==> src/rtl/byte_alu_pkg.sv <==
package byte_alu_pkg;
  typedef enum logic [3:0] {
    OP_ADD = 4'd0, OP_SUB = 4'd1, OP_CMP = 4'd2, OP_AND = 4'd3,
    OP_OR  = 4'd4, OP_XOR = 4'd5, OP_BIT = 4'd6, OP_SHL = 4'd7,
    OP_SHR = 4'd8, OP_ROL = 4'd9, OP_ROR = 4'd10, OP_INC = 4'd11,
    OP_DEC = 4'd12
  } alu_op_e;

  typedef enum logic [1:0] {SH_LEFT, SH_RIGHT, RO_LEFT, RO_RIGHT} shift_e;
  typedef enum logic [1:0] {LG_AND, LG_OR, LG_XOR} logic_e;

  localparam int FLAG_N = 3;
  localparam int FLAG_V = 2;
  localparam int FLAG_Z = 1;
  localparam int FLAG_C = 0;
endpackage

==> src/rtl/byte_alu_adder.sv <==
module byte_alu_adder #(
  parameter int DW = 8
) (
  input  logic [DW-1:0] a,
  input  logic [DW-1:0] b_raw,
  input  logic          invert_b,
  input  logic          cin,
  output logic [DW-1:0] sum,
  output logic          cout,
  output logic          ovf
);
  localparam int MSB = DW - 1;
  logic [DW-1:0] b_eff;
  logic [DW:0]   full;

  always_comb begin
    b_eff = invert_b ? ~b_raw : b_raw;
    full  = {1'b0, a} + {1'b0, b_eff} + {{DW{1'b0}}, cin};
    sum   = full[DW-1:0];
    cout  = full[DW];
    ovf   = (a[MSB] == b_eff[MSB]) && (full[MSB] != a[MSB]);
  end
endmodule

==> src/rtl/byte_alu_shifter.sv <==
module byte_alu_shifter
  import byte_alu_pkg::*;
#(
  parameter int DW = 8
) (
  input  logic [DW-1:0] a,
  input  logic          cin,
  input  shift_e        mode,
  output logic [DW-1:0] res,
  output logic          cout
);
  always_comb begin
    unique case (mode)
      SH_LEFT:  {cout, res} = {a, 1'b0};
      SH_RIGHT: {res, cout} = {1'b0, a};
      RO_LEFT:  {cout, res} = {a, cin};
      default:  {res, cout} = {cin, a};
    endcase
  end
endmodule

==> src/rtl/byte_alu_logic.sv <==
module byte_alu_logic
  import byte_alu_pkg::*;
#(
  parameter int DW = 8
) (
  input  logic [DW-1:0] a,
  input  logic [DW-1:0] m,
  input  logic_e        mode,
  output logic [DW-1:0] res
);
  always_comb begin
    unique case (mode)
      LG_OR:   res = a | m;
      LG_XOR:  res = a ^ m;
      default: res = a & m;
    endcase
  end
endmodule

==> src/rtl/byte_alu.sv <==
module byte_alu
  import byte_alu_pkg::*;
#(
  parameter int DW = 8
) (
  input  logic          clk,
  input  logic          rst_n,
  input  logic          in_valid,
  output logic          in_ready,
  input  logic [3:0]    in_op,
  input  logic [DW-1:0] in_a,
  input  logic [DW-1:0] in_m,
  input  logic          in_c,
  output logic          out_valid,
  input  logic          out_ready,
  output logic [DW-1:0] out_res,
  output logic          out_res_we,
  output logic [3:0]    out_flag_val,
  output logic [3:0]    out_flag_we
);
  localparam int MSB = DW - 1;
  localparam logic [DW-1:0] ONE = {{(DW-1){1'b0}}, 1'b1};

  alu_op_e       op;
  logic [DW-1:0] add_sum, sh_res, lg_res, nxt_res;
  logic          add_co, add_v, sh_co, nxt_we, nxt_zero;
  logic [3:0]    nxt_fv, nxt_fwe;
  shift_e        sh_mode;
  logic_e        lg_mode;
  logic          accept;

  assign op = alu_op_e'(in_op);

  byte_alu_adder #(.DW(DW)) u_adder (
    .a(in_a), .b_raw(in_m), .invert_b(op != OP_ADD),
    .cin((op == OP_CMP) ? 1'b1 : in_c),
    .sum(add_sum), .cout(add_co), .ovf(add_v)
  );

  always_comb begin
    unique case (op)
      OP_SHR:  sh_mode = SH_RIGHT;
      OP_ROL:  sh_mode = RO_LEFT;
      OP_ROR:  sh_mode = RO_RIGHT;
      default: sh_mode = SH_LEFT;
    endcase
    unique case (op)
      OP_OR:   lg_mode = LG_OR;
      OP_XOR:  lg_mode = LG_XOR;
      default: lg_mode = LG_AND;
    endcase
  end

  byte_alu_shifter #(.DW(DW)) u_shift (
    .a(in_a), .cin(in_c), .mode(sh_mode), .res(sh_res), .cout(sh_co)
  );

  byte_alu_logic #(.DW(DW)) u_logic (
    .a(in_a), .m(in_m), .mode(lg_mode), .res(lg_res)
  );

  always_comb begin
    nxt_res = '0;
    nxt_we  = 1'b0;
    nxt_fv  = 4'b0000;
    nxt_fwe = 4'b0000;
    unique case (op)
      OP_ADD, OP_SUB: begin nxt_res = add_sum; nxt_we = 1'b1; nxt_fwe = 4'b1111; end
      OP_CMP:         begin nxt_res = add_sum; nxt_fwe = 4'b1011; end
      OP_AND, OP_OR, OP_XOR: begin nxt_res = lg_res; nxt_we = 1'b1; nxt_fwe = 4'b1010; end
      OP_BIT:         begin nxt_res = lg_res; nxt_fwe = 4'b1110; end
      OP_SHL, OP_SHR, OP_ROL, OP_ROR: begin nxt_res = sh_res; nxt_we = 1'b1; nxt_fwe = 4'b1011; end
      OP_INC:         begin nxt_res = in_a + ONE; nxt_we = 1'b1; nxt_fwe = 4'b1010; end
      OP_DEC:         begin nxt_res = in_a - ONE; nxt_we = 1'b1; nxt_fwe = 4'b1010; end
      default: ;
    endcase
    nxt_zero = (nxt_res == '0);
    nxt_fv[FLAG_N] = nxt_fwe[FLAG_N] & nxt_res[MSB];
    nxt_fv[FLAG_Z] = nxt_fwe[FLAG_Z] & nxt_zero;
    if (op == OP_BIT) begin
      nxt_fv[FLAG_N] = in_m[MSB];
      nxt_fv[FLAG_V] = in_m[MSB-1];
    end else if (op == OP_ADD || op == OP_SUB) begin
      nxt_fv[FLAG_V] = add_v;
    end
    if (op == OP_ADD || op == OP_SUB || op == OP_CMP) nxt_fv[FLAG_C] = add_co;
    else if (nxt_fwe[FLAG_C])                          nxt_fv[FLAG_C] = sh_co;
  end

  assign in_ready = !out_valid || out_ready;
  assign accept   = in_valid && in_ready;

  always_ff @(posedge clk or negedge rst_n) begin
    if (!rst_n) begin
      out_valid    <= 1'b0;
      out_res      <= '0;
      out_res_we   <= 1'b0;
      out_flag_val <= 4'b0000;
      out_flag_we  <= 4'b0000;
    end else if (accept) begin
      out_valid    <= 1'b1;
      out_res      <= nxt_res;
      out_res_we   <= nxt_we;
      out_flag_val <= nxt_fv;
      out_flag_we  <= nxt_fwe;
    end else if (out_ready) begin
      out_valid    <= 1'b0;
    end
  end

  AST_STALL_HOLD: assert property (@(posedge clk) disable iff (!rst_n)
    out_valid && !out_ready |=> out_valid && $stable(out_res) && $stable(out_flag_val) && $stable(out_flag_we));
  AST_ACCEPT_SHOWS: assert property (@(posedge clk) disable iff (!rst_n)
    accept |=> out_valid);
  AST_Z_FROM_RESULT: assert property (@(posedge clk) disable iff (!rst_n)
    out_valid && out_res_we |-> out_flag_val[FLAG_Z] == (out_res == '0));
  AST_CMP_BIT_NO_WRITE: assert property (@(posedge clk) disable iff (!rst_n)
    accept && (in_op == 4'd2 || in_op == 4'd6) |=> !out_res_we);
  AST_SHR_CLEARS_N: assert property (@(posedge clk) disable iff (!rst_n)
    accept && in_op == 4'd8 |=> out_flag_we[FLAG_N] && !out_flag_val[FLAG_N]);
  AST_INCDEC_NZ_ONLY: assert property (@(posedge clk) disable iff (!rst_n)
    accept && (in_op == 4'd11 || in_op == 4'd12) |=> out_flag_we == 4'b1010);
  AST_UNDEF_SILENT: assert property (@(posedge clk) disable iff (!rst_n)
    accept && in_op >= 4'd13 |=> out_flag_we == 4'b0000 && !out_res_we);
  AST_OFF_FLAGS_ZERO: assert property (@(posedge clk) disable iff (!rst_n)
    out_valid |-> (out_flag_val & ~out_flag_we) == 4'b0000);
endmodule

==> config.mk <==
export PLATFORM = sky130hd
export DESIGN_NAME = byte_alu
export DESIGN_NICKNAME = d
export VERILOG_FILES = /design/src/rtl/byte_alu_pkg.sv /design/src/rtl/byte_alu_adder.sv /design/src/rtl/byte_alu_shifter.sv /design/src/rtl/byte_alu_logic.sv /design/src/rtl/byte_alu.sv
export SDC_FILE = /design/constraint.sdc
export NUM_CORES = 1
export LEC_CHECK = 0
export BUFFER_PORTS_ARGS = -buffer_cell sky130_fd_sc_hd__clkbuf_2
export CORE_ASPECT_RATIO = 1.25
export CORE_MARGIN = 2
export CORE_UTILIZATION = 57
export CTS_BUF_LIST = sky130_fd_sc_hd__clkbuf_2 sky130_fd_sc_hd__clkbuf_4 sky130_fd_sc_hd__clkbuf_8
export DETAILED_ROUTE_END_ITERATION = 10
export PLACE_DENSITY = 0.81
export SLEW_MARGIN = 20
export SYNTH_ARGS = -nofsm -noshare
export SYNTH_HDL_FRONTEND = slang
export SYNTH_SLANG_ARGS = --single-unit
==> constraint.sdc <==
create_clock -name clk -period 2 [get_ports clk]
set_clock_uncertainty 0.1 [all_clocks]
set_input_delay 0 -clock clk [delete_from_list [all_inputs] [get_ports clk]]
set_output_delay 0 -clock clk [all_outputs]
set_load 0.01 [all_outputs]
# After elaboration in Yosys (flattened, before gate mapping)
# Index checks and enable logic that the tools add are counted.
[word_totals] rom_bits=0 regBits=18 ram_bits=0 latchBits=0 out_inout_bits=19 wordCells=69 input_bits=25 mem_count=0
[op_classes] order_cmp=0 reduce_logical=19 div=0 mul=0 n_bitwise=6 add_sub_neg=4 shifts=0 n_eq_ne=18 muxes=17
[ops] cell="$pmux 8 s5" n=1
[ops] cell="$pmux 8 s3" n=1
[ops] cell="$eq 4x4->1 const B" n=5
[ops] cell="$eq 4x3->1 const B" n=4
[ops] cell="$pmux 4 s4" n=1
[ops] cell="$pmux 8 s2" n=1
[ops] cell="$reduce_or 11->1" n=1
[ops] cell="$mux 1" n=10
[ops] cell="$reduce_or 5->1" n=2
[ops] cell="$add 8x8->9" n=1
[ops] cell="$add 9x1->9" n=1
[ops] cell="$add 8x1->8 const B" n=1
[ops] cell="$and 8x8->8" n=1
[ops] cell="$eq 4x2->1 const B" n=2
[ops] cell="$logic_not 8->1" n=1
[ops] cell="$mux 8" n=1
[ops] cell="$not 8->8" n=1
[ops] cell="$or 8x8->8" n=1
[ops] cell="$reduce_or 4->1" n=2
[ops] cell="$sub 8x1->8 const B" n=1
[ops] cell="$xor 8x8->8" n=1
[ops] cell="$pmux 2 s3" n=1
[ops] cell="$eq 2x1->1 const B" n=2
[ops] cell="$eq 2x2->1 const B" n=2
[ops] cell="other kinds (14)" n=19

# Longest topological paths before layout
[depth] depth_word=8 depth_mapped=15 ltp_nobuf=14

# By module
# From an unflattened synthesis, not the netlist that was laid out.
[hier_totals] cells_unflattened=342 area_unflattened_um2=2673.8
[modules_own_cells] mod="byte_alu" area_per_inst_um2=1580.3 instances=1 seq_area_each_um2=425.4 cells_per_inst=198
[modules_own_cells] mod="byte_alu_logic" area_per_inst_um2=481.7 instances=1 seq_area_each_um2=0.0 cells_per_inst=70
[modules_own_cells] mod="byte_alu_adder" area_per_inst_um2=473.0 instances=1 seq_area_each_um2=0.0 cells_per_inst=60
[modules_own_cells] mod="byte_alu_shifter" area_per_inst_um2=138.9 instances=1 seq_area_each_um2=0.0 cells_per_inst=14

# Worst setup path after synthesis
# Ideal clock, no wire load.
[synth_timing] path_kind="input port to flip-flop" start="in in_op[2]" end="reg out_flag_val[1]" t_required_ns=1.796 slack_ns=-1.267 path_buffers=1 setup_ns=0.104 path_stages=13 t_arrival_ns=3.063 path_cell_list="buf_4 -> or2_2 -> nor3_2 -> xnor2_1 -> fa_1 -> inv_1 -> fa_1 -> nor2b_1 -> o21ai_1 -> a21boi_0 -> o41ai_1 -> a211o_1 -> o41ai_2"
[synth_via] elab_chain_cells=7 elab_cells_between_ends=37 classes_between="2 x add/sub; 16 x eq/ne; 8 x mux; 1 x bitwise; 10 x reduce/logical"
[synth_rtl] element="from (decl)" line_no="byte_alu.sv:10" source="input logic [3:0] in_op,"
[synth_rtl] element="$reduce_bool 4->1, or another cell as far along" line_no="byte_alu.sv:35" source=".a(in_a), .b_raw(in_m), .invert_b(op != OP_ADD),"
[synth_rtl] element="$mux 8, or another cell as far along" line_no="byte_alu_adder.sv:17" source="b_eff = invert_b ? ~b_raw : b_raw;"
[synth_rtl] element="$add 8x8->9, or another cell as far along" line_no="byte_alu_adder.sv:18" source="full = {1'b0, a} + {1'b0, b_eff} + {{DW{1'b0}}, cin};"
[synth_rtl] element="$add 9x1->9, or another cell as far along" line_no="byte_alu_adder.sv:18"
[synth_rtl] element="$pmux 8 s5" line_no="byte_alu.sv:67" source="unique case (op)"
[synth_rtl] element="$logic_not 8->1" line_no="byte_alu.sv:77" source="nxt_zero = (nxt_res == '0);"
[synth_rtl] element="$and 1x1->1 *" line_no="byte_alu.sv:79" source="nxt_fv[FLAG_Z] = nxt_fwe[FLAG_Z] & nxt_zero;"
[synth_rtl] element="to (signal assigned)" line_no="byte_alu.sv:104" source="out_flag_val <= nxt_fv;"
[synth_rtl] element="to (decl)" line_no="byte_alu.sv:18" source="output logic [3:0] out_flag_val,"
# Mark *: on every way between the ends. The rest lies on a longest branch, timed or not.
# A chain may end at the register's enable or synchronous reset.

# Final worst setup path
# Same ends and word-level chain as after synthesis.

==> impl_metrics.py <==
metrics = {
    "status": {
        "status": "finished with violations",
        "violations": "setup timing",
    },
    "grt": {
        "antenna_found_initial": 0,
        "grt_start_max_net_pins": 21,
        "gr-usage-all-layers": 0.359,
        "met3_usage": 0.0435,
        "use_met1": 0.386,
        "grt_pass1_vias": 2967,
        "busiest_layer": "met2",
        "globalRouteMet2Util": 0.660,
        "grt_pass1_wl_um": 13800,
        "overflow": 0,
    },
    "finish": {
        "mostFrequentLayoutCells": "75 x buf_4, 42 x clkbuf_2, 28 x inv_1, 28 x nand2_1, 26 x ha_1",
        "syn2layout_area_growth_pct": 52.3,
        "drive_above_1_share": 0.468,
        "fillers": 182,
        "mostFrequentLayoutCell": "buf_4",
        "design_area_um2": 3760,
        "finalNetCount": 493,
        "diodes": 0,
    },
    "floorplan": {
        "fp.dieH_um": 77.6,
        "coreArea_um2": 4130,
        "floorplan.rows": 26,
        "die-area_um2": 4880,
        "die_w_um": 62.9,
        "ios": 44,
        "start_util": 0.598,
    },
    "clock_tree": {
        "cts_buffers": 3,
        "cts.clk_slew.worst_paths_ns": 0.06,
        "cts_htree_levels": 1,
        "clockBufferDepth": 2,
        "clock_latency_ns": 0.25,
        "cts_sinks": 17,
        "cts_tree": "done",
        "cts_root_buf": "clkbuf_8",
    },
    "pwr": {
        "p_per_area_nw_per_um2": 474,
        "power_uw": 1780,
        "leakagePower_uw": 0.00184,
        "ir_worst_vdd_mv": 0.227,
    },
    "synth": {
        "synth-compound-area-share": 0.255,
        "yosysWarningCount": 0,
        "async_reset_ff_frac": 1.00,
        "synthXorXnorAreaFrac": 0.0567,
        "synthesis.nets": 370,
        "muxShareOfSynthArea": 0.00912,
        "synth_adder_area_share": 0.186,
        "synth_top_family_by_area": "compound AO/OA/AOI/OAI gates",
        "netlist_instances": 310,
        "syn_area_um2": 2470,
        "synth_ff_type": "dfrtp_1",
        "synth_seq_cells": 17,
        "synth_edf_count": 0,
        "synth_simple_gate_area_frac": 0.234,
        "seq_area_frac_synth": 0.172,
        "synth_cell_type_count": 68,
        "syn_avg_cell_area_um2": 7.97,
    },
    "min_path": {
        "hold_path.class": "input port to register",
    },
    "routing": {
        "drtAntennaViolNets": 0,
        "routed_wl_um": 11400,
        "vias": 3296,
        "routed_via_density": 6.75,
        "dr.pass1.iters": 8,
        "drc": 0,
        "wl_per_cell_um": 23.3,
        "first_iter_violations": 415,
    },
    "critical_path": {
        "crit_arrival_ns": 2.86,
        "cp.required_ns": 2.05,
        "startpoint_type": "input port",
        "end_kind": "register",
        "critPathMaxFanout": 4,
        "path_class": "input port to register",
    },
    "timing": {
        "slew_headroom": 0.355,
        "max_freq_ghz": 0.355,
        "setup_viol": 12,
        "timing.final.crit_share": 1.41,
        "period_needed_ns": 2.81,
        "hold_viol": 0,
        "slew_violations": 0,
        "fin_ws_ns": -0.815,
        "rsz0062_at_grt": "true",
        "worst_pin_slew_ns": 0.965,
    },
    "placed_design": {
        "dpl_cell_area_um2": 3270,
        "dpl.hpwl_um": 5870,
        "gp_congestion": 0.972,
        "port_buffers": 43,
        "pre_cts_slack_ns": -0.878,
    },
    "run": {
        "max_cap_viol_count": 0,
    },
}
worst max-delay path: stages:
cell	delay, ns
buf_6	0.09
or2_4	0.27
nor3_4	0.23
xnor2_2	0.16
fa_2	0.25
inv_2	0.05
fa_2	0.35
buf_4	0.15
nor2b_2	0.13
o21ai_2	0.11
a21boi_2	0.26
o41ai_1	0.11
a211o_1	0.33
o41ai_2	0.35
cells by family after synthesis:
family,count (synthesis)
compound gates,85
xor+xnor,16
fa+ha+maj,35
buf+inv,48
flops,17
mux,2
simple gates,107
metrics by stage:
step                hold slack, ns  cells  utilization  TNS [ns]
floorplan                   -0.396    310            -     -6.74
global placement            -0.162    467        0.792     -7.00
detailed placement          -0.157    467        0.792     -7.72
CTS                        0.00913    484        0.864     -3.26
global route                0.0131    488        0.911     -6.90
finish                     0.00844    488        0.911     -6.43
routing by layer:
| metal | part of all wire | vias to the layer above | wire length, um |
|---|---|---|---|
| li1 | - | 1352 | - |
| met1 | 0.34 | 1509 | 3910 |
| met2 | 0.46 | 315 | 5240 |
| met3 | 0.098 | 120 | 1110 |
| met4 | 0.097 | 0 | 1100 |
| met5 | 0 | - | 0 |
final cells by class:
cell class                 instances  area [um2]  share of cell area
inverter                          33         124              0.0329
multi-input combinational        245        2120               0.564
clock buffer                       4        48.8              0.0130
timing repair buffer             133         972               0.258
tap                               56        70.1              0.0186
sequential                        17         425               0.113
flip-flops by register name (all words and copies together), names as in the netlist:
name,flops
out_res_we,1
out_flag_val,4
out_valid,1
out_flag_we,3
out_res,8
cell usage after synthesis (4+ instances only):
cell type,instances,share of area
a221oi_1,9,0.032
nand2b_1,8,0.020
a21oi_1,13,0.026
a31oi_1,6,0.015
ha_1,32,0.16
inv_1,31,0.047
nand2_1,31,0.047
xnor2_1,15,0.053
nand3_1,4,0.0081
nor3b_1,4,0.012
clkbuf_1,5,0.0076
o21ai_0,15,0.030
dfrtp_1,17,0.17
nor2b_1,5,0.013
buf_4,4,0.012
nor3_1,9,0.018
nor2_1,22,0.033
worst paths after layout:
path | startpoint | endpoint | slack (ns) | cells past startpoint
setup / recovery | in_op[2] | out_flag_val[1] | -0.81 | 14
hold / removal | out_ready | out_valid | 0.008 | 3
setup reg to reg | out_valid | out_flag_val[1] | 0.16 | 6
hold reg to reg | out_flag_val[2] | out_flag_val[2] | 0.39 | 2
max in group asynchronous | rst_n | out_res[1] | 1.41 | 2
min in group asynchronous | rst_n | out_flag_we[1] | 0.11 | 2
power by group:
part	switching [uW]	internal (uW)
sequential	33.3	399
combinational	586	500
clock	109	155
total	728	1050
what timing repair did:
action	CTS	global route
endpoints found under the setup margin	12	12
endpoints found under the hold margin	18	0
buffers inserted	12	8
pin swaps	25	28
hold buffers	2	0
resized for setup	38	33
Note: power is estimated with default switching activity, not from simulation.
